**config.mk**
```make
export PLATFORM = sky130hd
export DESIGN_NAME = lowfreq_guard
export DESIGN_NICKNAME = d
export VERILOG_FILES = /design/src/rtl/lowfreq_guard_pkg.sv /design/src/rtl/lfg_sync.sv /design/src/rtl/lfg_divider.sv /design/src/rtl/lfg_gap_det.sv /design/src/rtl/lfg_seq.sv /design/src/rtl/lowfreq_guard.sv
export SDC_FILE = /design/constraint.sdc
export NUM_CORES = 1
export LEC_CHECK = 0
export ABC_AREA = 1
export BUFFER_PORTS_ARGS = -buffer_cell sky130_fd_sc_hd__buf_2
export CORE_MARGIN = 2
export CORE_UTILIZATION = 55
export CTS_BUF_LIST = sky130_fd_sc_hd__clkbuf_2 sky130_fd_sc_hd__clkbuf_4 sky130_fd_sc_hd__clkbuf_8
export CTS_CLUSTER_DIAMETER = 80
export CTS_CLUSTER_SIZE = 30
export DETAILED_ROUTE_END_ITERATION = 8
export PLACE_DENSITY = 0.84
export SYNTH_ARGS = -nofsm -noshare
export SYNTH_HDL_FRONTEND = slang
export SYNTH_SLANG_ARGS = --single-unit
```
**constraint.sdc**
```tcl
create_clock -name samp_clk -period 2.35 [get_ports samp_clk]
set_clock_uncertainty 0.1 [all_clocks]
set_input_delay 0.47 -clock samp_clk [delete_from_list [all_inputs] [get_ports samp_clk]]
set_output_delay 0.47 -clock samp_clk [all_outputs]
set_load 0.1 [all_outputs]
```
**src/rtl/lowfreq_guard_pkg.sv**
```systemverilog
`timescale 1ns/1ps
package lowfreq_guard_pkg;
  typedef enum logic [1:0] {
    SEQ_RUN  = 2'd0,
    SEQ_SLOW = 2'd1,
    SEQ_RST  = 2'd2
  } seq_state_t;
endpackage

```
**src/rtl/lfg_sync.sv**
```systemverilog
`timescale 1ns/1ps
module lfg_sync #(
  parameter int WIDTH  = 2,
  parameter int STAGES = 2
) (
  input  logic             clk,
  input  logic             rst_n,
  input  logic [WIDTH-1:0] d_in,
  output logic [WIDTH-1:0] d_out
);
  logic [STAGES-1:0][WIDTH-1:0] pipe;

  genvar g;
  generate
    for (g = 0; g < STAGES; g++) begin : g_stage
      if (g == 0) begin : g_first
        always_ff @(posedge clk or negedge rst_n) begin
          if (!rst_n) pipe[0] <= '0;
          else        pipe[0] <= d_in;
        end
      end else begin : g_next
        always_ff @(posedge clk or negedge rst_n) begin
          if (!rst_n) pipe[g] <= '0;
          else        pipe[g] <= pipe[g-1];
        end
      end
    end
  endgenerate

  assign d_out = pipe[STAGES-1];
endmodule

```
**src/rtl/lfg_divider.sv**
```systemverilog
`timescale 1ns/1ps
module lfg_divider #(
  parameter int DIV_RATIO = 64
) (
  input  logic clk,
  input  logic rst_n,
  input  logic en,
  input  logic in_lvl,
  output logic out_lvl
);
  localparam int CW = (DIV_RATIO > 1) ? $clog2(DIV_RATIO) : 1;

  logic          prev_lvl;
  logic [CW-1:0] tcount;

  always_ff @(posedge clk or negedge rst_n) begin
    if (!rst_n) begin
      prev_lvl <= 1'b0;
      tcount   <= '0;
      out_lvl  <= 1'b0;
    end else begin
      prev_lvl <= in_lvl;
      if (!en) begin
        tcount  <= '0;
        out_lvl <= in_lvl;
      end else if (in_lvl != prev_lvl) begin
        if (tcount == CW'(DIV_RATIO - 1)) begin
          tcount  <= '0;
          out_lvl <= ~out_lvl;
        end else begin
          tcount <= tcount + 1'b1;
        end
      end
    end
  end
endmodule

```
**src/rtl/lfg_gap_det.sv**
```systemverilog
`timescale 1ns/1ps
module lfg_gap_det #(
  parameter int LIMIT = 50
) (
  input  logic clk,
  input  logic rst_n,
  input  logic lvl,
  output logic alarm
);
  localparam int GW = $clog2(LIMIT + 1);

  logic          prev_lvl;
  logic [GW-1:0] quiet;

  always_ff @(posedge clk or negedge rst_n) begin
    if (!rst_n) begin
      prev_lvl <= 1'b0;
      quiet    <= '0;
    end else begin
      prev_lvl <= lvl;
      if (lvl != prev_lvl)          quiet <= '0;
      else if (quiet != GW'(LIMIT)) quiet <= quiet + 1'b1;
    end
  end

  assign alarm = (quiet == GW'(LIMIT));
endmodule

```
**src/rtl/lfg_seq.sv**
```systemverilog
`timescale 1ns/1ps
module lfg_seq
  import lowfreq_guard_pkg::*;
#(
  parameter int HOLD_CYC = 16
) (
  input  logic clk,
  input  logic rst_n,
  input  logic alarm,
  input  logic req,
  output logic int_rst,
  output logic bus_clr,
  output logic div_en,
  output logic run_en
);
  localparam int HW = $clog2(HOLD_CYC + 1);

  seq_state_t    state;
  logic [HW-1:0] hold;
  logic          passed;

  always_ff @(posedge clk or negedge rst_n) begin
    if (!rst_n) begin
      state  <= SEQ_RUN;
      hold   <= '0;
      passed <= 1'b0;
    end else begin
      unique case (state)
        SEQ_RUN: begin
          hold <= '0;
          if (alarm)    state <= SEQ_RST;
          else if (req) state <= SEQ_SLOW;
        end
        SEQ_SLOW: begin
          hold <= '0;
          if (alarm) state <= SEQ_RST;
        end
        SEQ_RST: begin
          if (alarm) begin
            hold <= '0;
          end else if (hold == HW'(HOLD_CYC - 1)) begin
            hold   <= '0;
            state  <= SEQ_RUN;
            passed <= 1'b1;
          end else begin
            hold <= hold + 1'b1;
          end
        end
        default: state <= SEQ_RUN;
      endcase
    end
  end

  assign int_rst = alarm | (state == SEQ_RST);
  assign bus_clr = alarm | (state == SEQ_RST);
  assign div_en  = (state == SEQ_SLOW);
  assign run_en  = passed & ~int_rst;
endmodule

```
**src/rtl/lowfreq_guard.sv**
```systemverilog
`timescale 1ns/1ps
module lowfreq_guard #(
  parameter int LIMIT     = 50,
  parameter int DIV_RATIO = 64,
  parameter int HOLD_CYC  = 16,
  parameter int SYNC_LEN  = 2
) (
  input  logic samp_clk,
  input  logic por_n,
  input  logic mon_clk,
  input  logic ext_rst_req,
  output logic core_clk,
  output logic int_rst,
  output logic bus_clr,
  output logic run_en,
  output logic clk_alarm,
  output logic div_active
);
  logic [1:0] sync_q;
  logic       div_en;

  lfg_sync #(.WIDTH(2), .STAGES(SYNC_LEN)) u_sync (
    .clk   (samp_clk),
    .rst_n (por_n),
    .d_in  ({ext_rst_req, mon_clk}),
    .d_out (sync_q)
  );

  lfg_divider #(.DIV_RATIO(DIV_RATIO)) u_div (
    .clk     (samp_clk),
    .rst_n   (por_n),
    .en      (div_en),
    .in_lvl  (sync_q[0]),
    .out_lvl (core_clk)
  );

  lfg_gap_det #(.LIMIT(LIMIT)) u_gap (
    .clk   (samp_clk),
    .rst_n (por_n),
    .lvl   (core_clk),
    .alarm (clk_alarm)
  );

  lfg_seq #(.HOLD_CYC(HOLD_CYC)) u_seq (
    .clk     (samp_clk),
    .rst_n   (por_n),
    .alarm   (clk_alarm),
    .req     (sync_q[1]),
    .int_rst (int_rst),
    .bus_clr (bus_clr),
    .div_en  (div_en),
    .run_en  (run_en)
  );

  assign div_active = div_en;
endmodule

```
==> qor.tcl, run 1 <==
set qor(outcome) {completed}
set qor(grt_start_max_net_pins) 28
set qor(globalRoute.totalOverflow) 0
set qor(totalWireLength_mm) 2.283
set qor(worst_setup_hold_path_clk_slew_ps) 140
set qor(setup-violations-final) 0
set qor(antenna_cells_inserted) 0
set qor(utilization) 0.6706
set qor(io_pins) 10
set qor(xor_xnor_cell_area_share_of_the_yosys_netlist) 0.02000
set qor(worst_r2r_startpoint) {u_gap.quiet[0]}
set qor(finalPower_mw) 1.059
set qor(crit_arrival_ps) 1670
set qor(max-slew-margin-rel) 0.6144
set qor(grt_first_pass_wirelength_mm) 3.946
set qor(rows) 17
set qor(synth.yosys.seq_area_share) 0.5143
set qor(synth_fa_ha_area_frac) 0.03810
set qor(power_per_cell_area_nw_per_um2) 707.2
set qor(yosysUniqueCellTypes) 20
set qor(cp-start-kind) {flop}
set qor(fraction_of_layout_cells_with_a_size_suffix_above_1) 0.1647
set qor(setup.reg_to_reg.worst_slack_ps) 890
set qor(vias_after_detailed_routing) 1027
set qor(most_common_cell_after_layout_fill_and_taps_aside) {nand2_1}
set qor(final-max-slew-violation-count) 0
set qor(post_synth_mux_area_share) 0
set qor(transition_time_at_the_pin_with_the_least_slew_margin_ps) 578.4
set qor(h-tree-depth) 1
set qor(dieHeight_um) 52.88
set qor(drt_drc_violations_left) 0
set qor(cap_violations) 0
set qor(postSynthRegisterBits) 27
set qor(synth_cells) 156
set qor(dp_wirelength_mm) 1.749
set qor(viasPerCell) 5.187
set qor(synthesized_area_fraction_occupied_by_and_or_nand_nor_cells) 0.2819
set qor(synthToLayoutAreaGrowth_pct) 14.00
set qor(detail_route.first_pass.iterations) 4
set qor(worst_r2r_endpoint) {u_seq.hold[0]}
set qor(post_synth.cell_area_avg_um2) 8.422
set qor(vdd.ir_drop.worst_v) 0.0005873
set qor(cts_root_buffer) {clkbuf_4}
set qor(synth-warning-count) 0
set qor(cts-buffers-inserted) 3
set qor(timing_hold_violations_final) 0
set qor(start_util) 0.5882
set qor(synth_compound_area_frac) 0.07143
set qor(cts_hold_repair.buffers) 0
set qor(first_global_vias) 961
set qor(antenna_violations_before_repair) 0
set qor(fmax_mhz) 446.8
set qor(cp.required_ps) 1780
set qor(timing.setup.critical_path_class) {flop to output port}
set qor(die_width_um) 52.88
set qor(layout.nets) 179
set qor(combinational_family_with_the_most_area_after_synthesis) {simple AND/OR/NAND/NOR gates}
set qor(clk-insertion-delay-late_ps) 320
set qor(min-delay-path-class) {primary input to asynchronous set/reset pin}
set qor(synth_area_um2) 1314
set qor(core_region_area_um2) 2233
set qor(clock_tree_from_tritoncts) {yes}
set qor(final_design_instance_area_without_fill_um2) 1498
set qor(period_minus_slack_ps) 2238
set qor(p_leak_nw) 0.7529
set qor(final.fill_count) 177
set qor(global_route.usage.total) 0.1958
set qor(clock-sinks) 27
set qor(dr.first_iter.drc_count) 19
set qor(detail_route.wl_per_cell_um) 11.53
set qor(residual_antenna_violating_net_count_after_detailed_routing) 0
set qor(cp_max_fo) 7
set qor(period_share) 0.9523
set qor(final_cell_mix) {nand2_1 (43), dfrtp_1 (27), inv_1 (22)}
set qor(synth.net_count) 164
set qor(buffer_ports.inserted) 9
set qor(finalWeightedCongestion) 0.8255
set qor(clock_tree.buffer_depth) 2
set qor(die-area_um2) 2796
set qor(placed_area_um2) 1450
set qor(cp-end-kind) {output port}
set qor(reg2reg_depth) 8
-- flip-flops by register name (all words and copies together) (netlist names) --
signal and count:
u_seq.state 2, u_div.prev_lvl 1, u_sync.d_out 2, u_seq.passed 1
u_gap.prev_lvl 1, u_sync.pipe 2, u_seq.hold 5, u_div.out_lvl 1
u_div.tcount 6, u_gap.quiet 6
-- power by group --
part           switching (mW)  total (mW)  internal, mW
clock network           0.128       0.191        0.0635
logic                   0.163       0.262        0.0989
registers              0.0668       0.606         0.540
-- what timing repair did --
item,4_1_cts,5_1_grt
gates resized for setup,1,1
setup buffers,0,2
pin swaps,0,1
endpoints found under the setup margin,1,4
-- cells by family after synthesis --
logic type | Yosys count
AND/OR/NAND/NOR | 80
XOR/XNOR | 3
flip-flops | 27
adder cells (fa/ha/maj) | 4
AO/OA/AOI/OAI | 17
buffers and inverters | 25
-- worst max-delay path by stage --
stage          depth (start not counted)        end  slack, ps            from
4_1_cts                                5  clk_alarm          2  u_gap.quiet[0]
3_5_place_dp                           8     run_en        310  u_gap.quiet[0]
6_report                               8     run_en        110  u_gap.quiet[0]
5_1_grt                                8     run_en        -20  u_gap.quiet[0]
3_3_place_gp                           8     run_en        350  u_gap.quiet[0]
2_1_floorplan                          7    int_rst        -80  u_gap.quiet[0]
-- per-stage QoR --
step	hold slack [ps]	std cells	setup TNS [ps]	setup WS (ps)
5_1_grt	56.88	198	-22.54	-22.54
3_5_place_dp	239.7	192	0	309.7
2_1_floorplan	74.41	156	-128.0	-81.64
6_report	26.26	198	0	112.0
3_3_place_gp	240.4	192	0	346.5
4_1_cts	46.98	196	0	1.969
-- synth_stat cells --
library cell | n | area, µm²
nor2_1 | 12 | 45.04
inv_2 | 2 | 7.510
nand2_1 | 44 | 165.2
buf_4 | 1 | 7.510
xnor2_1 | 1 | 8.760
nand3_1 | 14 | 70.07
nand3_4 | 1 | 17.52
nand3b_1 | 1 | 7.510
o21ai_2 | 1 | 8.760
xor2_1 | 2 | 17.52
o21bai_1 | 2 | 15.01
nand2_2 | 1 | 6.260
ha_1 | 4 | 50.05
nor2_2 | 1 | 6.260
nor2_4 | 3 | 33.78
inv_1 | 22 | 82.58
nand4_1 | 3 | 18.77
dfrtp_1 | 27 | 675.7
a21oi_1 | 5 | 25.02
o21ai_0 | 9 | 45.04
-- per-layer routing --
| layer | GRT usage | routed length [µm] | share of wire | vias to the layer above |
|---|---|---|---|---|
| met1 | 0.2370 | 1011 | 0.44 | 488 |
| met2 | 0.3354 | 1185 | 0.52 | 19 |
| met4 | 0.08547 | 8 | 0.0035 | 0 |
| met5 | 0 | 0 | 0 | - |
| met3 | 0.03955 | 78 | 0.034 | 2 |
| li1 | - | - | - | 518 |
-- layout make-up --
type / count / area (µm²) / share of cell area
inverters: 24 / 92.59 / 0.06182
flip-flops and latches: 27 / 675.6 / 0.4511
clock buffers: 3 / 22.52 / 0.01504
repair buffers: 11 / 95.09 / 0.06349
multi-input cells: 104 / 571.8 / 0.3818
well taps: 28 / 35.03 / 0.02339
clock inverters: 1 / 5.005 / 0.003342
-- worst max-delay path, stage by stage, from the launching register on --
cell	delay [ps]
dfrtp_1	420
inv_1	60
ha_2	180
nand3_2	70
nor2_4	50
inv_4	110
nand2_8	80
nor2_4	80
buf_4	280
Power figures use the tool's default switching activity.
==> run 2, diff against run 1 <==
- ABC_AREA: 1 -> unset
- CORE_UTILIZATION: 55 -> 60
- PLACE_DENSITY: 0.84 -> 0.9
==> qor.tcl, run 2 <==
set qor(cp-end-kind) {output port}
set qor(antenna_violations_before_repair) 0 ;# unchanged
set qor(min-delay-path-class) {primary input to asynchronous set/reset pin}
set qor(postSynthRegisterBits) 27 ;# unchanged
set qor(period_share) 0.9410 ;# -0.01133
set qor(max-slew-margin-rel) 0.6178 ;# +0.003365
set qor(die-area_um2) 2471 ;# -12%
set qor(grt_start_max_net_pins) 28 ;# unchanged
set qor(synth_area_um2) 1254 ;# -4.6%
set qor(start_util) 0.6390 ;# +0.05079
set qor(first_global_vias) 864 ;# -10%
set qor(synth_edf_count) 0 ;# unchanged
set qor(post_synth_main_area_contributors) {dfrtp_1 (54%), nor2_1 (5.1%), ha_1 (4.0%)}
set qor(post_cts_buffers) 0 ;# unchanged
set qor(clock-sinks) 27 ;# unchanged
set qor(placed_area_um2) 1396 ;# -3.7%
set qor(synth-warning-count) 0 ;# unchanged
set qor(synth.yosys.seq_area_share) 0.5389 ;# +0.02464
set qor(detail_route.wl_per_cell_um) 12.84 ;# +11%
set qor(global_route.usage.total) 0.1936 ;# -0.002188
set qor(fmax_mhz) 452.2 ;# +1.2%
set qor(timing_hold_violations_final) 0 ;# unchanged
set qor(die_width_um) 49.71 ;# -6.0%
set qor(post-synth-top-area-cell) {dfrtp_1}
set qor(cap_violations) 0 ;# unchanged
set qor(vdd.ir_drop.worst_v) 0.0009831 ;# +67%
set qor(cts-buffers-inserted) 3 ;# unchanged
set qor(residual_antenna_violating_net_count_after_detailed_routing) 0 ;# unchanged
set qor(cp-start-kind) {flop}
set qor(synth.net_count) 131 ;# -20%
set qor(clock_tree.buffer_depth) 2 ;# unchanged
set qor(dp_wirelength_mm) 1.481 ;# -15%
set qor(grt_first_pass_wirelength_mm) 3.684 ;# -6.6%
set qor(worst_setup_hold_path_clk_slew_ps) 140 ;# about the same
set qor(dr.first_iter.drc_count) 13 ;# -6
set qor(instances_no_fill) 160 ;# -19%
set qor(tns_ps) 0 ;# unchanged
set qor(layout.nets) 142 ;# -21%
set qor(final_cell_mix) {dfrtp_1 (27), nor2_1 (16), nand3_1 (8)}
set qor(utilization) 0.7270 ;# +0.05645
set qor(viasPerCell) 5.625 ;# +8.4%
set qor(p_leak_nw) 0.6426 ;# -15%
set qor(finalPower_mw) 1.496 ;# +41%
set qor(buffer_ports.inserted) 9 ;# unchanged
set qor(globalRoute.totalOverflow) 0 ;# unchanged
set qor(cp_max_fo) 5 ;# -2
set qor(finalWeightedCongestion) 0.8009 ;# -3.0%
set qor(dieHeight_um) 49.71 ;# -6.0%
set qor(final-max-slew-violation-count) 0 ;# unchanged
set qor(detail_route.first_pass.iterations) 6 ;# +2
set qor(fraction_of_layout_cells_with_a_size_suffix_above_1) 0.1429 ;# -0.02185
set qor(core_region_area_um2) 1962 ;# -12%
set qor(post_cts_resized) 0 ;# -1
set qor(vias_after_detailed_routing) 900 ;# -12%
set qor(outcome) {completed}
set qor(cp.required_ps) 1780 ;# about the same
set qor(power_per_cell_area_nw_per_um2) 1049 ;# +48%
set qor(most_instantiated_library_cell_after_synthesis) {dfrtp_1}
set qor(reg2reg_depth) 6 ;# -2
set qor(final_design_instance_area_without_fill_um2) 1426 ;# -4.8%
set qor(transition_time_at_the_pin_with_the_least_slew_margin_ps) 573.3 ;# -5.048 ps
set qor(rsz0062_at_grt) {no}
set qor(synth.top_cells.by_count) {dfrtp_1 (27), nor2_1 (17), nand2_1 (8), nand3_1 (8), a21oi_1 (6)}
set qor(setup-violations-final) 0 ;# unchanged
set qor(io_pins) 10 ;# unchanged
set qor(rows) 16 ;# -1
set qor(clk-insertion-delay-late_ps) 310 ;# about the same
set qor(synth_largest_type_area_fraction) 0.5389 ;# +0.02464
set qor(timing.setup.critical_path_class) {flop to output port}
set qor(totalWireLength_mm) 2.054 ;# -10%
set qor(period_minus_slack_ps) 2211 ;# -26.62 ps
set qor(cts_hold_repair.buffers) 0 ;# unchanged
set qor(h-tree-depth) 1 ;# unchanged
set qor(reg.largest.list) {u_div.tcount x6, u_gap.quiet x6, u_seq.hold x5}
set qor(placed_cells_incl_taps) 156 ;# -19%
set qor(async_flop_share) 1.000 ;# unchanged
set qor(clock_tree_from_tritoncts) {yes}
set qor(antenna_cells_inserted) 0 ;# unchanged
set qor(crit_arrival_ps) 1640 ;# -30 ps
set qor(yosysUniqueCellTypes) 34 ;# +70%
set qor(post_synth.cell_area_avg_um2) 10.19 ;# +21%
set qor(synthToLayoutAreaGrowth_pct) 13.77
set qor(drt_drc_violations_left) 0 ;# unchanged
set qor(cts_root_buffer) {clkbuf_4}
set qor(synth_cells) 123 ;# -21%
set qor(most_common_cell_after_layout_fill_and_taps_aside) {dfrtp_1}
set qor(synth_top_flop_cell) {dfrtp_1}
## run 2: cell types whose count changed after synthesis, moves of 4 or more
cell,change
o21ai_0,-6
nand2b_1,+4
nand3_1,-6
inv_1,-18
nand2_1,-36
nor2_1,+5
## run 2: routing by layer
layer | track usage | part of all wire
met4 | 0.06944 | 0
met2 | 0.3311 | 0.53
met5 | 0 | 0
met1 | 0.2572 | 0.45
met3 | 0.01818 | 0.026
## run 2: kinds of logic (layout without fill, tap and decap cells)
group | after synthesis | after routing | share of synthesized area
simple gates | 51 | 51 | 0.1976
fa+ha+maj | 4 | 4 | 0.03992
compound gates | 23 | 23 | 0.1198
buf+inv | 9 | 19 | 0.03293
mux | 2 | 2 | 0.01597
xor+xnor | 7 | 7 | 0.05490
flops | 27 | 27 | 0.5389
## run 2: cell type report
cell class | count | area [µm²]
timing repair buffer | 11 | 120.1
clock buffer | 4 | 30.03
inverter | 4 | 15.01
fill | 157 | 535.5
sequential | 27 | 675.6
multi-input combinational | 87 | 551.8
tap | 27 | 33.78
## run 2: worst paths after layout
path | from | to | slack [ps]
hold / removal | por_n | u_gap.quiet[0] | 30
max in group asynchronous | por_n | u_div.tcount[3] | 1740
hold reg to reg | u_sync.pipe[0] | u_sync.d_out[0] | 270
setup / recovery | u_gap.quiet[0] | clk_alarm | 140
setup reg to reg | u_gap.quiet[0] | u_seq.hold[2] | 760
min in group samp_clk | ext_rst_req | u_sync.pipe[1] | 150
## run 2: metrics by stage
step	hold slack [ps]	worst slack, ps
after floorplan	74.41	112.1
after global placement	235.0	571.4
after detailed placement	242.7	500.2
after CTS	46.75	130.0
after global routing	69.58	39.83
final	29.10	138.6
## run 2: critical path: stages (launching register included)
cell,delay (ps)
dfrtp_1,420
inv_1,100
ha_1,160
nand4_1,190
inv_1,250
buf_12,210
## run 2: where the power goes
| part | internal [mW] | switching (mW) |
|---|---|---|
| registers | 0.581 | 0.143 |
| logic | 0.212 | 0.359 |
| clock network | 0.0778 | 0.123 |
==> run 3, diff against run 2 <==
- CAP_MARGIN: unset -> 25
- PLACE_DENSITY: 0.9 -> unset
- PLACE_DENSITY_LB_ADDON: unset -> 0.05
==> qor.tcl, run 3 (synthesized netlist as in run 2, its figures left out) <==
set qor(detail_route.first_pass.iterations) 4 ;# -2
set qor(layout.nets) 145 ;# +2.1%
set qor(final_cell_mix) {dfrtp_1 (27), nor2_1 (16), nand3_1 (8)}
set qor(final.fill_count) 159 ;# +1.3%
set qor(path_cells) {inv_1, ha_1, nand4_1, buf_6, nand2_4, nor2_4, buf_12}
set qor(p_leak_nw) 0.6576 ;# +2.3%
set qor(global_route.usage.total) 0.1812 ;# -0.01241
set qor(die-area_um2) 2471 ;# unchanged
set qor(crit_path_max_delay_family) {buffers and inverters}
set qor(io_pins) 10 ;# unchanged
set qor(min-delay-path-class) {primary input to asynchronous set/reset pin}
set qor(period_share) 0.9665 ;# +0.02552
set qor(antenna_violations_before_repair) 0 ;# unchanged
set qor(fraction_of_layout_cells_with_a_size_suffix_above_1) 0.1618 ;# +0.01891
set qor(dieHeight_um) 49.71 ;# unchanged
set qor(dr.first_iter.drc_count) 22 ;# +9
set qor(h-tree-depth) 1 ;# unchanged
set qor(cap_violations) 0 ;# unchanged
set qor(clock-sinks) 27 ;# unchanged
set qor(placed_area_um2) 1396 ;# unchanged
set qor(cts-buffers-inserted) 3 ;# unchanged
set qor(buffer_ports.inserted) 9 ;# unchanged
set qor(crit_arrival_ps) 1700 ;# +60 ps
set qor(clock_tree.buffer_depth) 2 ;# unchanged
set qor(dp_wirelength_mm) 1.417 ;# -4.3%
set qor(globalRoute.totalOverflow) 0 ;# unchanged
set qor(rows) 16 ;# unchanged
set qor(residual_antenna_violating_net_count_after_detailed_routing) 0 ;# unchanged
set qor(cp-end-kind) {output port}
set qor(transition_time_at_the_pin_with_the_least_slew_margin_ps) 587.9 ;# +14.59 ps
set qor(timing.setup.critical_path_class) {flop to output port}
set qor(timing_hold_violations_final) 0 ;# unchanged
set qor(clock_tree_from_tritoncts) {yes}
set qor(seqCellArea_um2) 675.6 ;# unchanged
set qor(outcome) {completed}
set qor(max-slew-margin-rel) 0.6081 ;# -0.009729
set qor(cp_max_fo) 5 ;# unchanged
set qor(antenna_cells_inserted) 0 ;# unchanged
set qor(totalWireLength_mm) 1.966 ;# -4.3%
set qor(die_width_um) 49.71 ;# unchanged
set qor(final_design_instance_area_without_fill_um2) 1453 ;# +1.8%
set qor(finalWeightedCongestion) 0.8272 ;# +3.3%
set qor(multi_input_comb_area_um2) 551.8 ;# unchanged
set qor(worst_setup_hold_path_clk_slew_ps) 130 ;# about the same
set qor(core_region_area_um2) 1962 ;# unchanged
set qor(finalPower_mw) 1.499 ;# +0.22%
set qor(cp.required_ps) 1780 ;# about the same
set qor(grt_start_max_net_pins) 28 ;# unchanged
set qor(grt_first_pass_wirelength_mm) 3.367 ;# -8.6%
set qor(vdd.ir_drop.worst_v) 0.0009964 ;# +1.4%
set qor(viasPerCell) 5.521 ;# -1.8%
set qor(reg.largest.list) {u_div.tcount x6, u_gap.quiet x6, u_seq.hold x5}
set qor(clk-insertion-delay-late_ps) 310 ;# about the same
set qor(first_global_vias) 809 ;# -6.4%
set qor(final-max-slew-violation-count) 0 ;# unchanged
set qor(cp_slowest_cell) {dfrtp_1}
set qor(synthToLayoutAreaGrowth_pct) 15.87
set qor(worstPathBufferInverterCount) 3 ;# unchanged
set qor(start_util) 0.6390 ;# unchanged
set qor(period_minus_slack_ps) 2271 ;# +59.98 ps
set qor(vias_after_detailed_routing) 900 ;# unchanged
set qor(power_per_cell_area_nw_per_um2) 1032 ;# -1.6%
set qor(detail_route.wl_per_cell_um) 12.06 ;# -6.0%
set qor(most_common_cell_after_layout_fill_and_taps_aside) {dfrtp_1}
set qor(cts_root_buffer) {clkbuf_4}
set qor(fmax_mhz) 440.3 ;# -2.6%
set qor(critPathMaxStageDelay_ps) 400 ;# -20 ps
set qor(drt_drc_violations_left) 0 ;# unchanged
set qor(setup-violations-final) 0 ;# unchanged
set qor(cp-start-kind) {flop}
run 3: cell types whose count changed in the layout (fill, tap and decap cells not counted):
cell | previous run | this run
buf_6 | 0 | 1
buf_4 | 2 | 4
run 3: per-layer routing:
layer  up-vias  global-route usage  share of wire
met5         -                   0              0
met4         0             0.06944         0.0066
met3         2             0.03939          0.024
met2        10              0.3067           0.50
met1       433              0.2261           0.47
li1        455                   -              -
run 3: repair_timing:
action                     in CTS  in global routing
gates resized for setup         0                  1
buffers inserted                0                  3
setup endpoints to repair       0                  1
hold buffers                    0                  0
run 3: area by class of cell:
class | instances | share of cell area
repair buffers | 14 | 0.1008
well taps | 27 | 0.02326
clock buffers | 4 | 0.02067
multi-input cells | 87 | 0.3798
flip-flops and latches | 27 | 0.4651
inverters | 4 | 0.01034
run 3: worst register-to-register path, stage by stage, from the launching register on:
cell,delay (ps)
dfrtp_1,430
inv_1,110
ha_1,150
nand4_1,200
buf_6,200
buf_4,130
buf_4,130
a21oi_1,110
nor2_1,60
run 3: metrics by stage:
| step | utilization | TNS (ps) | instances | hold WS, ps | setup slack, ps |
|---|---|---|---|---|---|
| after floorplan | - | 0 | 123 | 74.41 | 112.1 |
| final | 0.7404 | 0 | 163 | 42.98 | 78.66 |
| after global routing | 0.7404 | -11.95 | 163 | 71.61 | -11.95 |
| after detailed placement | 0.7117 | 0 | 156 | 236.3 | 388.0 |
| after CTS | 0.7270 | 0 | 160 | 41.71 | 22.79 |
| after global placement | 0.7117 | 0 | 156 | 232.5 | 455.6 |
run 3: final timing paths:
| path | startpoint | to | slack [ps] | depth (start not counted) |
|---|---|---|---|---|
| setup / recovery | u_gap.quiet[0] | run_en | 80 | 7 |
| hold / removal | por_n | u_seq.passed | 40 | 1 |
| setup reg to reg | u_gap.quiet[0] | u_seq.hold[4] | 650 | 8 |
| hold reg to reg | u_sync.pipe[0] | u_sync.d_out[0] | 270 | 0 |
| max in group asynchronous | por_n | u_gap.prev_lvl | 1720 | 1 |
| min in group samp_clk | ext_rst_req | u_sync.pipe[1] | 150 | 1 |
run 3: power breakdown:
group	internal, mW	switching (mW)	leakage, nW	total (mW)
combinational	0.221	0.355	0.297	0.576
sequential	0.581	0.144	0.342	0.725
clock	0.0777	0.120	0.0184	0.198
total	0.880	0.619	0.658	1.50
